**config.mk**
```make
export PLATFORM = sky130hd
export DESIGN_NAME = irq_select
export DESIGN_NICKNAME = d
export VERILOG_FILES = /design/src/rtl/irq_sel_pkg.sv /design/src/rtl/irq_enable_mask.sv /design/src/rtl/irq_priority_pick.sv /design/src/rtl/irq_select.sv
export SDC_FILE = /design/constraint.sdc
export NUM_CORES = 1
export LEC_CHECK = 0
export BUFFER_PORTS_ARGS = -buffer_cell sky130_fd_sc_hd__clkbuf_2
export CORE_UTILIZATION = 30
export CTS_CLUSTER_DIAMETER = 40
export DETAILED_ROUTE_END_ITERATION = 8
export PLACE_DENSITY_LB_ADDON = 0.15
export SYNTH_ARGS = -nofsm -noshare
export SYNTH_HDL_FRONTEND = slang
export SYNTH_SLANG_ARGS = --single-unit
```
**constraint.sdc**
```tcl
create_clock -name clk -period 1 [get_ports clk]
set_input_delay 0.05 -clock clk [delete_from_list [all_inputs] [get_ports clk]]
set_output_delay 0.05 -clock clk [all_outputs]
set_load 0.05 [all_outputs]
```
**src/rtl/irq_sel_pkg.sv**
```systemverilog
package irq_sel_pkg;

    localparam int IRQ_W   = 12;  // width of pending/mask/delegation words
    localparam int NUM_SRC = 9;   // number of real interrupt sources
    localparam int CAUSE_W = $clog2(IRQ_W);

    typedef enum logic [1:0] {
        PRV_USER  = 2'b00,
        PRV_SUPER = 2'b01,
        PRV_RSVD  = 2'b10,
        PRV_MACH  = 2'b11
    } prv_e;

    typedef enum logic [1:0] {
        LVL_USER,
        LVL_SUPER,
        LVL_MACH,
        LVL_NONE
    } lvl_e;

    // Level owning a given cause bit position.
    function automatic lvl_e level_of(input int unsigned b);
        unique case (b % 4)
            0:       level_of = LVL_USER;
            1:       level_of = LVL_SUPER;
            3:       level_of = LVL_MACH;
            default: level_of = LVL_NONE;
        endcase
    endfunction

    // Cause code held at rank k (rank 0 = highest priority).
    // Ranks walk levels machine, supervisor, user; within a level
    // external, timer, software.
    function automatic int unsigned rank_cause(input int unsigned k);
        int unsigned lvl_off;
        int unsigned kind_off;
        lvl_off  = 3 - (k / 3);          // 3 machine, 2 -> fixed below
        if (lvl_off == 2) lvl_off = 1;   // supervisor offset
        else if (lvl_off == 1) lvl_off = 0; // user offset
        kind_off = 8 - 4 * (k % 3);      // external 8, timer 4, software 0
        rank_cause = kind_off + lvl_off;
    endfunction

endpackage

```
**src/rtl/irq_enable_mask.sv**
```systemverilog
module irq_enable_mask
    import irq_sel_pkg::*;
#(
    parameter int W = IRQ_W
) (
    input  logic [1:0]   prv_mode,
    input  logic         ena_m,
    input  logic         ena_s,
    input  logic         ena_u,
    input  logic [W-1:0] deleg_m,
    input  logic [W-1:0] deleg_s,
    output logic [W-1:0] en_mask
);

    prv_e mode;
    assign mode = prv_e'(prv_mode);

    always_comb begin
        en_mask = '0;
        for (int b = 0; b < W; b++) begin
            unique case (mode)
                PRV_USER: begin
                    unique case (level_of(b))
                        LVL_MACH, LVL_SUPER: en_mask[b] = !deleg_s[b] || ena_u;
                        LVL_USER:            en_mask[b] = ena_u;
                        default:             en_mask[b] = 1'b0;
                    endcase
                end
                PRV_SUPER: begin
                    unique case (level_of(b))
                        LVL_MACH:  en_mask[b] = !deleg_m[b] || ena_s;
                        LVL_SUPER: en_mask[b] = ena_s;
                        default:   en_mask[b] = 1'b0;
                    endcase
                end
                PRV_MACH: begin
                    en_mask[b] = (level_of(b) == LVL_MACH) && ena_m;
                end
                default: en_mask[b] = 1'b0;
            endcase
        end
    end

endmodule

```
**src/rtl/irq_priority_pick.sv**
```systemverilog
module irq_priority_pick
    import irq_sel_pkg::*;
#(
    parameter int W   = IRQ_W,
    parameter int N   = NUM_SRC,
    parameter int CW  = CAUSE_W
) (
    input  logic [W-1:0]  qual,
    output logic          hit_any,
    output logic [CW-1:0] hit_cause
);

    logic [N-1:0]  ranked;
    logic [CW-1:0] rank_code [N];

    for (genvar k = 0; k < N; k++) begin : g_rank
        localparam int unsigned CODE = rank_cause(k);
        assign ranked[k]    = qual[CODE];
        assign rank_code[k] = CW'(CODE);
    end

    always_comb begin
        hit_any   = 1'b0;
        hit_cause = '0;
        for (int k = N - 1; k >= 0; k--) begin
            if (ranked[k]) begin
                hit_any   = 1'b1;
                hit_cause = rank_code[k];
            end
        end
    end

endmodule

```
**src/rtl/irq_select.sv**
```systemverilog
module irq_select
    import irq_sel_pkg::*;
(
    input  logic               clk,
    input  logic               rst,
    input  logic [1:0]         prv_mode,
    input  logic               ena_m,
    input  logic               ena_s,
    input  logic               ena_u,
    input  logic [IRQ_W-1:0]   deleg_m,
    input  logic [IRQ_W-1:0]   deleg_s,
    input  logic [IRQ_W-1:0]   pend,
    output logic               irq_valid,
    output logic [CAUSE_W-1:0] irq_cause
);

    logic [IRQ_W-1:0]   en_mask;
    logic [IRQ_W-1:0]   qual;
    logic               pick_valid;
    logic [CAUSE_W-1:0] pick_cause;

    irq_enable_mask #(.W(IRQ_W)) i_mask (
        .prv_mode (prv_mode),
        .ena_m    (ena_m),
        .ena_s    (ena_s),
        .ena_u    (ena_u),
        .deleg_m  (deleg_m),
        .deleg_s  (deleg_s),
        .en_mask  (en_mask)
    );

    assign qual = pend & en_mask;

    irq_priority_pick #(.W(IRQ_W), .N(NUM_SRC), .CW(CAUSE_W)) i_pick (
        .qual      (qual),
        .hit_any   (pick_valid),
        .hit_cause (pick_cause)
    );

    always_ff @(posedge clk) begin
        if (rst) begin
            irq_valid <= 1'b0;
            irq_cause <= '0;
        end else begin
            irq_valid <= pick_valid;
            irq_cause <= pick_valid ? pick_cause : '0;
        end
    end

    AST_CAUSE_LEGAL: assert property (@(posedge clk) disable iff (rst)
        irq_valid |-> (irq_cause inside {4'd0, 4'd1, 4'd3, 4'd4, 4'd5, 4'd7, 4'd8, 4'd9, 4'd11}));
    AST_RSVD_SILENT: assert property (@(posedge clk) disable iff (rst)
        (prv_mode == 2'b10) |=> !irq_valid);
    AST_MACH_LOWER_MASKED: assert property (@(posedge clk) disable iff (rst)
        (prv_mode == 2'b11) |=> (!irq_valid || (irq_cause inside {4'd3, 4'd7, 4'd11})));
    AST_MACH_MIE_OFF: assert property (@(posedge clk) disable iff (rst)
        (prv_mode == 2'b11 && !ena_m) |=> !irq_valid);
    AST_SUPER_USER_MASKED: assert property (@(posedge clk) disable iff (rst)
        (prv_mode == 2'b01) |=> (!irq_valid || !(irq_cause inside {4'd0, 4'd4, 4'd8})));
    AST_SUPER_SIE_OFF: assert property (@(posedge clk) disable iff (rst)
        (prv_mode == 2'b01 && !ena_s) |=> (!irq_valid || (irq_cause inside {4'd3, 4'd7, 4'd11})));
    AST_USER_UIE_OFF: assert property (@(posedge clk) disable iff (rst)
        (prv_mode == 2'b00 && !ena_u) |=> (!irq_valid || !(irq_cause inside {4'd0, 4'd4, 4'd8})));
    AST_NONE_PENDING: assert property (@(posedge clk) disable iff (rst)
        (pend == '0) |=> (!irq_valid && irq_cause == '0));

endmodule

```
==> results.txt, run 1 <==
status = completed
final hold violation count = 0
Final Non-Filler Cells = 107
Max rail drop VDD = 0.351 mV
Syn Inst Count = 54
largest net degree at the start of global routing = 10
CTS tree = yes
first-pass GRT wire length = 1.90 mm
drt total wl = 1.22 mm
Final Cycle Share = 96.7%
layout cells sized above 1 = 48.9%
GRT Resource Usage Total = 17.4%
Die Y = 41.0 um
Initial Utilization = 33.8%
Compound-Gate Fraction of Synth Area = 38.4%
IO Count = 48
post-layout instance area = 691 um2
endpoint class of the critical path = flop
Final Max Tran Viols = 0
top cells by area, synth = dfxtp_1, a2111oi_4, nand2b_1, nor3_1, inv_1
via count = 559
area fraction of the dominant cell type after synthesis = 21.9%
drt first pass iters = 4
Post-Syn Area = 457 um2
CTS max path bufs = 2
Placed Cells incl. Taps = 103
asr flop ratio synth = 0%
DRC = 0
worst path bufs/invs = 1
core box area = 1350 um2
Remaining Overflow, GRT = 0
Root Buffer = clkbuf_4
Top FF cell, synth = dfxtp_1
ant diodes = 0
unrepaired setup endpoints after global routing = no
syn avg cell area = 8.46 um2
Finish-stage setup viols = 0
TritonCTS buffer count = 3
Static Leak = 0.342 nW
crit path launch type = input port
Port-buffer cells = 29
Synth Area in Adders = 0%
hpwl dp = 1.02 mm
# clock sinks = 5
synthesized flop and latch total = 5
Unique masters post-synth = 29
sequential area share after synthesis = 21.9%
Post CTS Setup Buffer Count = 0
DR WL/cell = 11.4 um
PwrDens = 1090 nW/um2
Slew Limit Headroom = 77.3%
critical path's largest stage delay = 350 ps
critical path class = in -> reg
number of nets in the layout = 136
Crit path arrival time = 1120 ps
CP Cell Sequence = buf_6 > nor2b_4 > or3b_1 > a211o_1 > o32ai_2
Routed Antenna Nets = 0
largest area contributor in the netlist = dfxtp_1
Yosys warnings = 0
DIE AREA = 1680 um2
clk slew on worst S/H paths = 40 ps
Max Clk Rate = 1.03 GHz
number of synthesized flops with an enable pin = 0
via/cell ratio = 5.22
placed cell area = 658 um2
area share of and/or/nand/nor cells after synthesis = 35.6%
GP Congestion = 0.815
Post-Syn Nets = 97
Crit path max-delay family = simple AND/OR/NAND/NOR gates
largest family of logic cells by synthesized area = compound AO/OA/AOI/OAI gates
Post-CTS Hold Buffers = 0
Max stage delay cell, worst path = or3b_1
HP Class = in -> reg
WP data required = 1160 ps
XOR/XNOR Fraction of Synth Area = 0%
Crit Path Max Fanout = 9
Rows = 13
Syn-to-layout area delta = 51.2%
CTS H-Tree Depth = 1
multiplexer share of the synthesized area = 0%
DIE WIDTH = 41.0 um
initial antenna violation count = 0
# Max-Cap Violations = 0
number of global-route vias before repair = 479
initial DRC count = 11
min Tclk post-route = 967 ps
Synth top cells by count = dfxtp_1, inv_1, nor2_1
Finished Core Util = 51.2%
worst-margin pin slew = 339 ps
==> path summary, 6_finish.rpt <==
kind / startpoint / slack, ps / to / cells past startpoint
setup / recovery: prv_mode[0] / 30 / irq_cause[2]$_SDFF_PP0_ / 5
hold / removal: pend[7] / 100 / irq_cause[2]$_SDFF_PP0_ / 3
==> registers in the layout, summed over array words and instances (netlist names) <==
signal and flops:
irq_valid 1, irq_cause 4
==> area by class of cell <==
class	count	area (um2)
Fill cell	137	659
Inverter	5	18.8
Timing Repair Buffer	34	189
Multi-Input combinational cell	44	338
Tap cell	15	18.8
Clock buffer	4	26.3
Sequential cell	5	100
==> layer usage <==
| metal | GRT usage, % | wire length [um] | up-vias |
|---|---|---|---|
| met5 | 0 | 0 | - |
| met4 | 6.67 | 0 | 0 |
| met3 | 6.52 | 61 | 0 |
| met2 | 26.2 | 591 | 18 |
| met1 | 22.0 | 564 | 252 |
| li1 | - | - | 289 |
==> per-stage QoR <==
| stage | hold slack [ps] | setup slack, ps | setup TNS [ps] | power [mW] |
|---|---|---|---|---|
| final | 104 | 33.3 | 0 | 0.753 |
| after detailed placement | 359 | -254 | -1100 | 0.516 |
| after CTS | 90.0 | 9.32 | 0 | 0.767 |
| after global placement | 365 | -231 | -990 | 0.515 |
| after global routing | 91.8 | 14.1 | 0 | 0.815 |
| after floorplan | 119 | -26.0 | -26.0 | 0.399 |
==> report_power, final <==
| part | leakage, nW | internal, mW | switching (mW) |
|---|---|---|---|
| logic | 0.285 | 0.122 | 0.170 |
| registers | 0.0416 | 0.219 | 0.00498 |
| clock network | 0.0150 | 0.151 | 0.0860 |
| total | 0.342 | 0.491 | 0.261 |
==> cells in the final DEF, fill, tap and decap left out, types with 2 or more instances in the layout <==
cell      netlist  final
clkbuf_2        0     28
nor2_1          5      5
inv_1           5      5
dfxtp_1         5      5
buf_4           0      5
nand2b_1        4      4
nor3_1          4      4
a21oi_1         3      3
nor2b_1         3      3
clkbuf_4        0      3
o21ai_1         0      2
a41oi_1         2      2
nand4_1         2      2
==> what timing repair did <==
item / 4_1_cts / 5_1_grt
resized for setup: 1 / 4
pin swaps: 0 / 0
setup endpoints to repair: 1 / 5
==> cells by family after synthesis <==
kind of cell           after synthesis
AO/OA/AOI/OAI                       19
buffers and inverters                5
flip-flops                           5
AND/OR/NAND/NOR                     25
No activity file was read; power rests on OpenSTA's default activity.
==> inputs of run 2 (changes only) <==
==> constraint.sdc (replaced) <==
create_clock -name clk -period 1 [get_ports clk]
set_input_delay 0.3 -clock clk [delete_from_list [all_inputs] [get_ports clk]]
set_output_delay 0.3 -clock clk [all_outputs]
set_load 0.05 [all_outputs]
==> results.txt, run 2 (synthesis gave the netlist of run 1 again) <==
crit path launch type = input port
via/cell ratio = 5.12
Finished Core Util = 67.7%
Max stage delay cell, worst path = or3b_1
# clock sinks = 5
WP data required = 1160 ps
Crit Path Max Fanout = 6
Hold Slack = 353 ps
Max rail drop VDD = 0.535 mV
clk slew on worst S/H paths = 50 ps
worst-margin pin slew = 373 ps
endpoint class of the critical path = flop
Root Buffer = clkbuf_4
min Tclk post-route = 1190 ps
final hold violation count = 0
TritonCTS buffer count = 3
drt total wl = 1.35 mm
CTS H-Tree Depth = 1
initial DRC count = 4
largest net degree at the start of global routing = 9
DIE WIDTH = 41.0 um
met3 Use GR = 5.43%
Die Y = 41.0 um
hpwl dp = 1.11 mm
top flop regs = irq_cause x4, irq_valid x1
Final Cycle Share = 119%
number of nets in the layout = 142
GRT Resource Usage Total = 20.1%
drt first pass iters = 2
Final WS setup = -191 ps
Finish-stage setup viols = 8
DIE AREA = 1680 um2
failing checks = setup timing
Post-CTS Hold Buffers = 0
most common cell after layout, fill and taps aside = clkbuf_2
CP Cell Sequence = buf_8 > nor2b_4 > or3b_1 > a211o_1 > o32ai_2
Routed Antenna Nets = 0
core box area = 1350 um2
ant diodes = 0
DRC = 0
first-pass GRT wire length = 2.28 mm
worst path bufs/invs = 1
Crit path arrival time = 1350 ps
initial antenna violation count = 0
IO Count = 48
Remaining Overflow, GRT = 0
critical path class = in -> reg
unrepaired setup endpoints after global routing = yes
Reg with most FFs = irq_cause
max reg flops = 4
critical path's largest stage delay = 340 ps
Static Leak = 0.420 nW
via count = 578
DR WL/cell = 12.0 um
Max Clk Rate = 0.840 GHz
Port-buffer cells = 29
met2 global-route usage = 39.1%
GP Congestion = 0.738
Initial Utilization = 33.8%
met1 global-route usage = 22.6%
Slew Limit Headroom = 75.1%
Total Power = 883 uW
HP Class = in -> reg
Top Usage Layer GRT = met2
Final Max Tran Viols = 0
number of global-route vias before repair = 591
CTS max path bufs = 2
status = finished with violations
most frequent cells in the layout = clkbuf_2, buf_8, buf_4
PwrDens = 965 nW/um2
Crit path max-delay family = compound AO/OA/AOI/OAI gates
CTS tree = yes
# Max-Cap Violations = 0
Syn-to-layout area delta = 100%
layout cells sized above 1 = 70.4%
Rows = 13
==> run 2: power by group <==
part	switching [mW]	internal, mW
sequential	0.0109	0.222
clock	0.0866	0.151
combinational	0.202	0.210
total	0.300	0.583
==> run 2: layout make-up <==
class | instances | area, um2
tap | 15 | 18.8
inverter | 5 | 18.8
fill | 123 | 435
multi-input combinational | 44 | 433
timing repair buffer | 40 | 313
sequential | 5 | 105
clock buffer | 4 | 26.3
==> run 2: stage by stage <==
stage	cells	worst slack (ps)	cell area, um2	setup TNS (ps)
3_5_place_dp	108	-478	741	-2110
2_1_floorplan	54	-276	502	-797
3_3_place_gp	108	-471	741	-2060
5_1_grt	113	-227	915	-1050
6_report	113	-191	915	-603
4_1_cts	112	-228	867	-844
==> run 2: worst paths after layout <==
path                        start                      end  slack (ps)  depth (start not counted)
worst min-delay path      pend[3]  irq_cause[1]$_SDFF_PP0_         350                          3
worst max-delay path  prv_mode[0]  irq_cause[2]$_SDFF_PP0_        -190                          5
==> run 2: per-layer routing <==
metal | vias to the layer above | part of all wire [%] | wire length, um
li1 | 302 | - | -
met1 | 255 | 42 | 562
met2 | 21 | 53 | 718
met3 | 0 | 5.3 | 71
met4 | 0 | 0 | 0
met5 | - | 0 | 0
==> run 2: repair_timing <==
item | 4_1_cts | 5_1_grt
endpoints found under the setup margin | 10 | 10
resized for setup | 21 | 17
buffers inserted | 0 | 1
hold endpoints to repair | 0 | 0
pin swaps | 4 | 3
==> inputs of run 3 (changes only) <==
--- a/config.mk
+++ b/config.mk
@@ -5,10 +5,12 @@
 export SDC_FILE = /design/constraint.sdc
 export NUM_CORES = 1
 export LEC_CHECK = 0
-export BUFFER_PORTS_ARGS = -buffer_cell sky130_fd_sc_hd__clkbuf_2
-export CORE_UTILIZATION = 30
+export CORE_AREA = 2 2 39 41
 export CTS_CLUSTER_DIAMETER = 40
 export DETAILED_ROUTE_END_ITERATION = 8
+export DIE_AREA = 0 0 41 43
+export DONT_BUFFER_PORTS = 1
+export MAX_ROUTING_LAYER = met4
 export PLACE_DENSITY_LB_ADDON = 0.15
 export SYNTH_ARGS = -nofsm -noshare
 export SYNTH_HDL_FRONTEND = slang
==> results.txt, run 3 (synthesis gave the netlist of run 1 again) <==
crit path capture = irq_cause[2]$_SDFF_PP0_
CP Cell Sequence = nor2b_4 > or3b_1 > a211o_1 > o32ai_2
crit path launch type = input port
endpoint class of the critical path = flop
Crit path max-delay family = compound AO/OA/AOI/OAI gates
Root Buffer = clkbuf_4
DIE WIDTH = 41 um
CTS max path bufs = 2
initial antenna violation count = 0
Crit path arrival time = 1220 ps
Max Clk Rate = 0.936 GHz
Crit Path Max Fanout = 9
Switching Share = 30.5%
Remaining Overflow, GRT = 0
via count = 480
DRC = 0
unrepaired setup endpoints after global routing = yes
HP Class = in -> reg
pre-CTS setup slack = -320 ps
Psw = 233 uW
Final Cycle Share = 107%
placed cell area = 652 um2
top flop regs = irq_cause x4, irq_valid x1
Worst Setup SP = prv_mode[0]
initial DRC count = 2
# Max-Cap Violations = 0
most frequent cells in the layout = nor2_1, inv_1, buf_12
Initial Utilization = 33.0%
core box area = 1380 um2
drt first pass iters = 3
layout cells sized above 1 = 47.8%
Post CTS Setup Buffer Count = 0
PwrDens = 1100 nW/um2
number of global-route vias before repair = 454
min Tclk post-route = 1070 ps
Static Leak = 0.275 nW
Max rail drop VDD = 0.495 mV
register share of total power = 30.9%
# clock sinks = 5
Post-CTS Hold Buffers = 0
met2 wire length = 566 um
critical path class = in -> reg
max reg flops = 4
final hold violation count = 0
Finished Core Util = 50.4%
status = finished with violations
Total Power = 765 uW
Final WS setup = -68.8 ps
instance count on the critical path = 4
TritonCTS buffer count = 3
Max stage delay cell, worst path = or3b_1
worst-margin pin slew = 337 ps
largest net degree at the start of global routing = 10
Comb power frac = 39.5%
IO Count = 48
wire length on met1 = 423 um
Syn-to-layout area delta = 52.6%
CTS H-Tree Depth = 1
worst path bufs/invs = 0
DIE AREA = 1760 um2
Power Internal = 531 uW
failing checks = setup timing
Rows = 14
post-layout instance area = 697 um2
GP Congestion = 0.727
clk slew on worst S/H paths = 40 ps
Reg with most FFs = irq_cause
via/cell ratio = 5.78
number of nets in the layout = 111
met3 wire len = 110 um
Slew Limit Headroom = 77.6%
Final Max Tran Viols = 0
first-pass GRT wire length = 1.81 mm
Max Used Layer = met3
Finish-stage setup viols = 2
GRT Resource Usage Total = 15.3%
CTS tree = yes
Die Y = 43 um
hpwl dp = 962 um
drt total wl = 1.10 mm
Port-buffer cells = 0
critical path's largest stage delay = 340 ps
ant diodes = 0
DR WL/cell = 13.3 um
WP data required = 1150 ps
Routed Antenna Nets = 0
Clock Power Share = 29.6%
## run 3: changes by cell type in the layout (fill, tap and decap cells not counted), moves of 3 or more
cell      change
buf_8         -7
clkbuf_2     -22
buf_6         -4
buf_4         -3
buf_12        +5
## run 3: how the worst min path moves through the flow
stage | from | to | slack (ps) | cells after the start
2_1_floorplan | rst | irq_cause[0]$_SDFF_PP0_ | 360 | 1
3_3_place_gp | rst | irq_valid$_SDFF_PP0_ | 370 | 1
3_5_place_dp | rst | irq_valid$_SDFF_PP0_ | 370 | 1
4_1_cts | rst | irq_valid$_SDFF_PP0_ | 110 | 1
5_1_grt | rst | irq_valid$_SDFF_PP0_ | 100 | 1
6_report | rst | irq_cause[1]$_SDFF_PP0_ | 120 | 1
## run 3: final cells by class
cell class	count	area (um2)
inverters	5	18.8
repair buffers	9	130
fillers	140	687
flip-flops and latches	5	105
clock buffers	4	26.3
multi-input cells	44	397
well taps	16	20.0
## run 3: metrics by stage
| step | hold WS, ps | instances | setup TNS [ps] |
|---|---|---|---|
| finish | 120 | 83 | -91.3 |
| global route | 105 | 83 | -321 |
| global placement | 368 | 79 | -1200 |
| floorplan | 363 | 54 | -797 |
| CTS | 113 | 83 | -113 |
| detailed placement | 366 | 79 | -1240 |
## run 3: power groups by stage
| stage | combinational (mW) | sequential [mW] | clock [mW] |
|---|---|---|---|
| 6_report | 0.302 | 0.236 | 0.226 |
| 2_1_floorplan | 0.130 | 0.292 | 0 |
| 5_1_grt | 0.322 | 0.237 | 0.255 |
| 3_5_place_dp | 0.298 | 0.237 | 0 |
| 3_3_place_gp | 0.295 | 0.236 | 0 |
| 4_1_cts | 0.304 | 0.236 | 0.235 |
## run 3: routing by layer
metal  vias to the layer above  GRT usage (%)
met2                        20           22.8
met5                         -              -
met1                       219           18.6
met4                         0           4.00
li1                        241              -
met3                         0           6.28
## run 3: repair_timing
action / in CTS / in global routing
pin swaps: 0 / 4
resized for setup: 6 / 0
setup endpoints to repair: 9 / 9
